File: config.mk
export PLATFORM = sky130hd
export DESIGN_NAME = xcvr_irq_ctrl
export DESIGN_NICKNAME = d
export VERILOG_FILES = /design/src/rtl/xcvr_irq_pkg.sv /design/src/rtl/xcvr_irq_pwr.sv /design/src/rtl/xcvr_irq_opctl.sv /design/src/rtl/xcvr_irq_status.sv /design/src/rtl/xcvr_irq_ctrl.sv
export SDC_FILE = /design/constraint.sdc
export NUM_CORES = 1
export LEC_CHECK = 0
export BUFFER_PORTS_ARGS = -buffer_cell sky130_fd_sc_hd__buf_2
export CORE_ASPECT_RATIO = 0.75
export CORE_MARGIN = 2
export CORE_UTILIZATION = 50
export DETAILED_ROUTE_END_ITERATION = 6
export PLACE_DENSITY = 0.85
export SLEW_MARGIN = 20
export SYNTH_ARGS = -nofsm -noshare
export SYNTH_HDL_FRONTEND = slang
export SYNTH_SLANG_ARGS = --single-unit
File: constraint.sdc
create_clock -name clk -period 1.6 [get_ports clk]
set_input_delay 0.08 -clock clk [delete_from_list [all_inputs] [get_ports clk]]
set_output_delay 0.08 -clock clk [all_outputs]
set_load 0.02 [all_outputs]
File: src/rtl/xcvr_irq_pkg.sv
package xcvr_irq_pkg;

    localparam int NUM_FLAGS   = 5;
    localparam int FLAG_UNLOCK = 0;
    localparam int FLAG_TX     = 1;
    localparam int FLAG_RX     = 2;
    localparam int FLAG_CCA    = 3;
    localparam int FLAG_ATTN   = 4;

    typedef logic [NUM_FLAGS-1:0] flags_t;

    localparam flags_t MASK_RESET = flags_t'(1) << FLAG_ATTN;

    typedef enum logic [1:0] {
        ACT_IDLE = 2'd0,
        ACT_TX   = 2'd1,
        ACT_RX   = 2'd2,
        ACT_CCA  = 2'd3
    } act_e;

    typedef enum logic [1:0] {
        PWR_START = 2'd0,
        PWR_READY = 2'd1,
        PWR_SLEEP = 2'd2
    } pwr_e;

    typedef struct packed {
        act_e act;
        logic sticky;
        logic accept;
        logic abort;
        logic kill;
    } opctl_t;

    typedef struct packed {
        flags_t status;
        flags_t mask;
    } stat_t;

endpackage

File: src/rtl/xcvr_irq_pwr.sv
module xcvr_irq_pwr
    import xcvr_irq_pkg::*;
#(
    parameter int STARTUP_CYCLES = 8
) (
    input  logic clk,
    input  logic rst_n,
    input  logic lp_enter,
    input  logic attn_in,
    input  logic busy,
    output logic ready,
    output logic attn_evt
);

    localparam int CNT_W = $clog2(STARTUP_CYCLES + 1);
    localparam logic [CNT_W-1:0] CNT_LAST = CNT_W'(STARTUP_CYCLES - 1);

    typedef struct packed {
        pwr_e             mode;
        logic [CNT_W-1:0] cnt;
    } pwr_t;

    pwr_t pwr_d, pwr_q;

    always_comb begin
        pwr_d    = pwr_q;
        attn_evt = 1'b0;
        case (pwr_q.mode)
            PWR_START: begin
                if (pwr_q.cnt == CNT_LAST) begin
                    pwr_d.mode = PWR_READY;
                    pwr_d.cnt  = '0;
                    attn_evt   = 1'b1;
                end else begin
                    pwr_d.cnt = pwr_q.cnt + 1'b1;
                end
            end
            PWR_READY: begin
                if (lp_enter && !busy) begin
                    pwr_d.mode = PWR_SLEEP;
                end
            end
            PWR_SLEEP: begin
                if (attn_in) begin
                    pwr_d.mode = PWR_READY;
                    attn_evt   = 1'b1;
                end
            end
            default: pwr_d.mode = PWR_START;
        endcase
    end

    always_ff @(posedge clk or negedge rst_n) begin
        if (!rst_n) begin
            pwr_q.mode <= PWR_START;
            pwr_q.cnt  <= '0;
        end else begin
            pwr_q <= pwr_d;
        end
    end

    assign ready = (pwr_q.mode == PWR_READY);

endmodule

File: src/rtl/xcvr_irq_opctl.sv
module xcvr_irq_opctl
    import xcvr_irq_pkg::*;
(
    input  logic       clk,
    input  logic       rst_n,
    input  logic       ready,
    input  logic       op_req,
    input  logic [1:0] op_kind,
    input  logic       op_done,
    input  logic       pll_unlock,
    input  logic       rd_stb,
    output logic       op_accept,
    output logic       op_abort,
    output logic       op_kill,
    output logic       op_busy,
    output logic       tx_evt,
    output logic       rx_evt,
    output logic       cca_evt
);

    opctl_t op_d, op_q;
    act_e   req_act;
    logic   req_ok;

    always_comb begin
        case (op_kind)
            2'd0:    req_act = ACT_TX;
            2'd1:    req_act = ACT_RX;
            2'd2:    req_act = ACT_CCA;
            default: req_act = ACT_IDLE;
        endcase
    end

    always_comb begin
        op_d        = op_q;
        op_d.accept = 1'b0;
        op_d.abort  = 1'b0;
        op_d.kill   = 1'b0;
        tx_evt      = 1'b0;
        rx_evt      = 1'b0;
        cca_evt     = 1'b0;

        // sticky abort: set by unlock, released by a status read
        if (pll_unlock) begin
            op_d.sticky = 1'b1;
        end else if (rd_stb) begin
            op_d.sticky = 1'b0;
        end

        // running operation: unlock beats normal completion
        if (op_q.act != ACT_IDLE) begin
            if (pll_unlock) begin
                op_d.kill = 1'b1;
                op_d.act  = ACT_IDLE;
                tx_evt    = (op_q.act == ACT_TX);
            end else if (op_done) begin
                op_d.act = ACT_IDLE;
                tx_evt   = (op_q.act == ACT_TX);
                rx_evt   = (op_q.act == ACT_RX);
                cca_evt  = (op_q.act == ACT_CCA);
            end
        end

        // new request: judged against the pre-read sticky value
        req_ok = (op_q.act == ACT_IDLE) && ready && !op_q.sticky &&
                 !pll_unlock && (req_act != ACT_IDLE);
        if (op_req) begin
            if (req_ok) begin
                op_d.accept = 1'b1;
                op_d.act    = req_act;
            end else begin
                op_d.abort = 1'b1;
            end
        end
    end

    always_ff @(posedge clk or negedge rst_n) begin
        if (!rst_n) begin
            op_q.act    <= ACT_IDLE;
            op_q.sticky <= 1'b0;
            op_q.accept <= 1'b0;
            op_q.abort  <= 1'b0;
            op_q.kill   <= 1'b0;
        end else begin
            op_q <= op_d;
        end
    end

    assign op_accept = op_q.accept;
    assign op_abort  = op_q.abort;
    assign op_kill   = op_q.kill;
    assign op_busy   = (op_q.act != ACT_IDLE);

endmodule

File: src/rtl/xcvr_irq_status.sv
module xcvr_irq_status
    import xcvr_irq_pkg::*;
(
    input  logic   clk,
    input  logic   rst_n,
    input  flags_t evt,
    input  logic   rd_stb,
    input  logic   wr_stb,
    input  flags_t wr_data,
    output flags_t status,
    output flags_t mask
);

    stat_t st_d, st_q;

    always_comb begin
        st_d        = st_q;
        st_d.status = (rd_stb ? '0 : st_q.status) | evt;
        if (wr_stb) begin
            st_d.mask = wr_data;
        end
    end

    always_ff @(posedge clk or negedge rst_n) begin
        if (!rst_n) begin
            st_q.status <= '0;
            st_q.mask   <= MASK_RESET;
        end else begin
            st_q <= st_d;
        end
    end

    assign status = st_q.status;
    assign mask   = st_q.mask;

endmodule

File: src/rtl/xcvr_irq_ctrl.sv
module xcvr_irq_ctrl
    import xcvr_irq_pkg::*;
#(
    parameter int STARTUP_CYCLES = 8
) (
    input  logic       clk,
    input  logic       rst_n,
    input  logic       op_req,
    input  logic [1:0] op_kind,
    input  logic       op_done,
    input  logic       pll_unlock,
    input  logic       lp_enter,
    input  logic       attn_in,
    input  logic       rd_stb,
    input  logic       wr_stb,
    input  logic [4:0] wr_data,
    output logic [4:0] rd_data,
    output logic       irq_n,
    output logic       op_accept,
    output logic       op_abort,
    output logic       op_kill,
    output logic       op_busy,
    output logic       xcvr_ready
);

    logic   attn_evt;
    logic   tx_evt;
    logic   rx_evt;
    logic   cca_evt;
    logic   busy;
    logic   ready;
    flags_t evt;
    flags_t status;
    flags_t mask;

    xcvr_irq_pwr #(
        .STARTUP_CYCLES(STARTUP_CYCLES)
    ) u_pwr (
        .clk      (clk),
        .rst_n    (rst_n),
        .lp_enter (lp_enter),
        .attn_in  (attn_in),
        .busy     (busy),
        .ready    (ready),
        .attn_evt (attn_evt)
    );

    xcvr_irq_opctl u_opctl (
        .clk        (clk),
        .rst_n      (rst_n),
        .ready      (ready),
        .op_req     (op_req),
        .op_kind    (op_kind),
        .op_done    (op_done),
        .pll_unlock (pll_unlock),
        .rd_stb     (rd_stb),
        .op_accept  (op_accept),
        .op_abort   (op_abort),
        .op_kill    (op_kill),
        .op_busy    (busy),
        .tx_evt     (tx_evt),
        .rx_evt     (rx_evt),
        .cca_evt    (cca_evt)
    );

    always_comb begin
        evt              = '0;
        evt[FLAG_UNLOCK] = pll_unlock;
        evt[FLAG_TX]     = tx_evt;
        evt[FLAG_RX]     = rx_evt;
        evt[FLAG_CCA]    = cca_evt;
        evt[FLAG_ATTN]   = attn_evt;
    end

    xcvr_irq_status u_status (
        .clk     (clk),
        .rst_n   (rst_n),
        .evt     (evt),
        .rd_stb  (rd_stb),
        .wr_stb  (wr_stb),
        .wr_data (wr_data),
        .status  (status),
        .mask    (mask)
    );

    assign rd_data    = status;
    assign irq_n      = ~|(status & mask);
    assign op_busy    = busy;
    assign xcvr_ready = ready;

endmodule

==> out/metrics.json <==
{
  "cts": {
    "cts.root.buffer_cell": "sky130_fd_sc_hd__clkbuf_4",
    "tritoncts.num_buffers": 3,
    "tritoncts_num_sinks": 22,
    "cts_tree": "done",
    "insertion_delay_ns": 0.32,
    "htree_levels": 1,
    "deepest_clock_path_buffer_count": 2,
    "clock_pin_slew_of_the_registers_on_the_worst_case_setup_and_hold_paths_ns": 0.13
  },
  "die": {
    "std_cell_rows": 13,
    "die_h_um": 42.2,
    "overall_die_width_um": 54.9,
    "num_io_pins": 27,
    "core_mm2": 0.00179,
    "initial_utilization_pct": 54.3,
    "floorplan.die_area_mm2": 0.00232
  },
  "pwr": {
    "power_per_cell_area_mw_per_mm2": 1280,
    "power.static_leakage_nw": 0.659,
    "vdd_ir_drop_max_v": 0.00103
  },
  "logic_synthesis": {
    "synth-xor-area-share_pct": 0.901,
    "synth-seq-area-share_pct": 56.8,
    "postSynthNetCount": 99,
    "largest_family_of_logic_cells_by_synthesized_area": "simple AND/OR/NAND/NOR gates",
    "netlist_instances": 79,
    "synth_area_leader_cell": "sky130_fd_sc_hd__dfrtp_1",
    "post_synth_fa_ha_maj_area_fraction_pct": 5.15,
    "synth.mux.area_fraction_pct": 9.14,
    "synthTopCellsByArea": "sky130_fd_sc_hd__dfrtp_1 54%, sky130_fd_sc_hd__mux2_2 6.9%, sky130_fd_sc_hd__ha_1 5.1%",
    "synthesized_area_fraction_occupied_by_ao_oa_aoi_and_oai_cells_pct": 10.9,
    "synth.ff_latch_count": 22,
    "post_synth_and_or_nand_nor_area_fraction_pct": 13.3,
    "yosys.cell_types.count": 29,
    "total_of_warnings_raised_by_yosys": 0,
    "synth_area_per_cell_um2": 12.3,
    "yosysTopAreaCellShare_pct": 54.1,
    "netlist_area_um2": 972
  },
  "timing": {
    "final.period_utilization_pct": 98.7,
    "worst-slew-pin-transition_ns": 0.482,
    "timing.slew.headroom_pct": 67.9,
    "timing.final.max_slew_violations": 0,
    "finalSetupViolCount": 0,
    "postLayoutSetupSlackWorst_ns": 0.0205,
    "maxClockFrequency_mhz": 633,
    "post-route-min-period_ns": 1.58,
    "rsz_0062_raised_after_global_routing": "true",
    "report.final.hold_viol_count": 0,
    "finClkSkew_ns": 0.0115
  },
  "critical_path": {
    "crit-reg2reg-launch": "u_opctl.op_q[4]",
    "critPathSlowestCell": "sky130_fd_sc_hd__dfrtp_1",
    "criticalPathCategory": "reg -> out",
    "wp_data_required_ns": 1.52,
    "crit_path_cells": "a222oi_1 > inv_1 > a221oi_2 > buf_4",
    "timing.critical_path.fanout_max": 2,
    "critical_path.startpoint_type": "register",
    "crit_family": "compound AO/OA/AOI/OAI gates",
    "crit_arrival_ns": 1.50,
    "cp.buffers_inverters": 2,
    "worst-r2r-setup-slack_ns": 0.26,
    "max_stage_delay_ns": 0.40,
    "r2r_depth": 3,
    "critical_path.reg2reg.endpoint": "u_opctl.op_q[4]",
    "endpoint_kind": "primary output"
  },
  "worst_hold_path": {
    "min_to": "u_pwr.pwr_q[5]",
    "hp-start": "lp_enter",
    "min_path_cells": 2,
    "min-delay-path-class": "in -> reg"
  },
  "global_route": {
    "number_of_global_route_vias_before_repair": 704,
    "grtUsageTotal_pct": 20.9,
    "maximum_number_of_pins_on_one_net_before_global_route_repair": 23,
    "grt_overflow_total": 0,
    "number_of_antenna_violations_at_the_first_check_in_global_routing": 0,
    "grt_first_pass_wirelength_um": 3300
  },
  "status": {
    "outcome": "finished clean"
  },
  "drt": {
    "vias_per_cell": 5.21,
    "detailroute.via_count": 735,
    "drt_first_pass_iters": 4,
    "initialDrtViolationCount": 12,
    "route.detailed.drc": 0,
    "drt-total-wl_um": 2000,
    "routedWlPerCell_um": 14.2,
    "drtAntennaViolNets": 0
  },
  "placement": {
    "portBuffers": 26,
    "dpl_worst_slack_ns": 0.281,
    "dpl.hpwl_um": 1420,
    "place_congestion": 0.779
  },
  "job": {
    "max_cap_violations": 0
  },
  "cells_and_area": {
    "flow.area_growth_from_synthesis_pct": 32.6,
    "nets": 140,
    "antenna_cells_inserted": 0,
    "nFillCells": 126,
    "finalCoreUtilization_pct": 72.0,
    "post_route_cells_drive_above_1_share_pct": 36.1
  }
}
==> where the power goes <==
group          leakage [nW]  internal, W  switching (W)
Combinational         0.356     0.000235       0.000223
Clock                0.0279     0.000254       0.000172
Sequential            0.276     0.000667      0.0000950
Total                 0.659      0.00116       0.000490
==> final cells by class <==
cell class                 instances  area [um^2]  area share [%]
clock buffer                       3         22.5            1.75
clock inverter                     1         30.0            2.33
inverter                          10         37.5            2.91
multi-input combinational         47          389            30.2
sequential                        22          552            42.8
tap                               22         27.5            2.14
timing repair buffer              36          230            17.9
==> cells in the mapped netlist <==
cell type	n
sky130_fd_sc_hd__a31oi_1	1
sky130_fd_sc_hd__o21ai_1	1
sky130_fd_sc_hd__and4_4	1
sky130_fd_sc_hd__a221oi_1	1
sky130_fd_sc_hd__mux2i_1	1
sky130_fd_sc_hd__inv_1	10
sky130_fd_sc_hd__nor4_4	1
sky130_fd_sc_hd__o32ai_1	1
sky130_fd_sc_hd__ha_1	4
sky130_fd_sc_hd__dfstp_2	1
sky130_fd_sc_hd__a21bo_1	1
sky130_fd_sc_hd__and3b_1	1
sky130_fd_sc_hd__nand3_1	3
sky130_fd_sc_hd__xnor2_1	1
sky130_fd_sc_hd__nand2_1	4
sky130_fd_sc_hd__a21o_1	2
sky130_fd_sc_hd__mux2_1	1
sky130_fd_sc_hd__nor2_1	6
sky130_fd_sc_hd__o2bb2ai_1	2
sky130_fd_sc_hd__o21ai_0	1
sky130_fd_sc_hd__nor2_2	1
sky130_fd_sc_hd__nor2b_2	1
sky130_fd_sc_hd__nand4_1	1
sky130_fd_sc_hd__a32o_1	2
sky130_fd_sc_hd__a222oi_1	1
sky130_fd_sc_hd__nand3b_1	1
sky130_fd_sc_hd__dfrtp_1	21
sky130_fd_sc_hd__mux2_2	6
sky130_fd_sc_hd__or3_1	1
==> cell families after synthesis <==
kind of cell	count (synthesis)
buffers and inverters	10
adder cells (fa/ha/maj)	4
multiplexers	8
XOR/XNOR	1
AND/OR/NAND/NOR	21
flip-flops	22
AO/OA/AOI/OAI	13
==> per-stage QoR <==
stage	instances	hold WS (ns)	power [W]	area, um^2	TNS [ns]
after detailed placement	127	0.0657	0.00121	1130	0
after global routing	141	0.0464	0.00176	1290	-0.101
after CTS	141	0.0329	0.00166	1290	0
after global placement	127	0.0595	0.00119	1130	0
final	141	0.0343	0.00165	1290	0
after floorplan	79	-0.216	0.00107	972	0
==> worst max path at each step <==
stage               cells after the start          startpoint  slack (ns)         endpoint
floorplan                               3  u_status.status[0]        0.13            irq_n
global placement                        3     u_opctl.op_q[4]        0.37  u_opctl.op_q[4]
detailed placement                      3     u_opctl.op_q[4]        0.28  u_opctl.op_q[4]
CTS                                     4  u_status.status[0]        0.01            irq_n
global route                            4    u_status.mask[0]       -0.10            irq_n
finish                                  4    u_status.mask[0]        0.02            irq_n
==> cell usage in the layout, fill, tap and decap left out, types with 2 or more instances in the layout <==
master	n
sky130_fd_sc_hd__nand2_1	4
sky130_fd_sc_hd__clkbuf_4	3
sky130_fd_sc_hd__a32o_1	2
sky130_fd_sc_hd__inv_1	10
sky130_fd_sc_hd__o2bb2ai_1	2
sky130_fd_sc_hd__mux2_2	6
sky130_fd_sc_hd__dlygate4sd3_1	9
sky130_fd_sc_hd__a21o_1	2
sky130_fd_sc_hd__dfrtp_1	21
sky130_fd_sc_hd__buf_4	2
sky130_fd_sc_hd__buf_2	25
sky130_fd_sc_hd__nand3_1	3
sky130_fd_sc_hd__nor2_1	6
sky130_fd_sc_hd__ha_1	4
==> sequential cells by signal (all words and copies together) (netlist names) <==
signal / flops
u_opctl.op_abort: 1
u_opctl.op_accept: 1
u_opctl.op_kill: 1
u_opctl.op_q: 3
u_pwr.pwr_q: 6
u_status.mask: 5
u_status.status: 5
==> metal layers <==
layer | share of wire (%) | track usage [%] | up-vias
li1 | - | - | 364
met1 | 46 | 25.6 | 342
met2 | 45 | 32.1 | 25
met3 | 7.1 | 8.21 | 4
met4 | 1.4 | 8.78 | 0
met5 | 0 | 0 | -
==> worst register-to-register path, delay by kind of cell (launching register included) <==
family,cells,cell delay (ns)
simple gates,2,0.59
flops,1,0.48
mux,1,0.20
==> timing repair <==
action,in CTS,in global routing
hold buffers,9,0
pin swaps,1,1
resized for setup,1,1
setup endpoints to repair,1,1
buffers inserted,1,0
hold endpoints to repair,30,0
(Power assumes the default switching activity.)
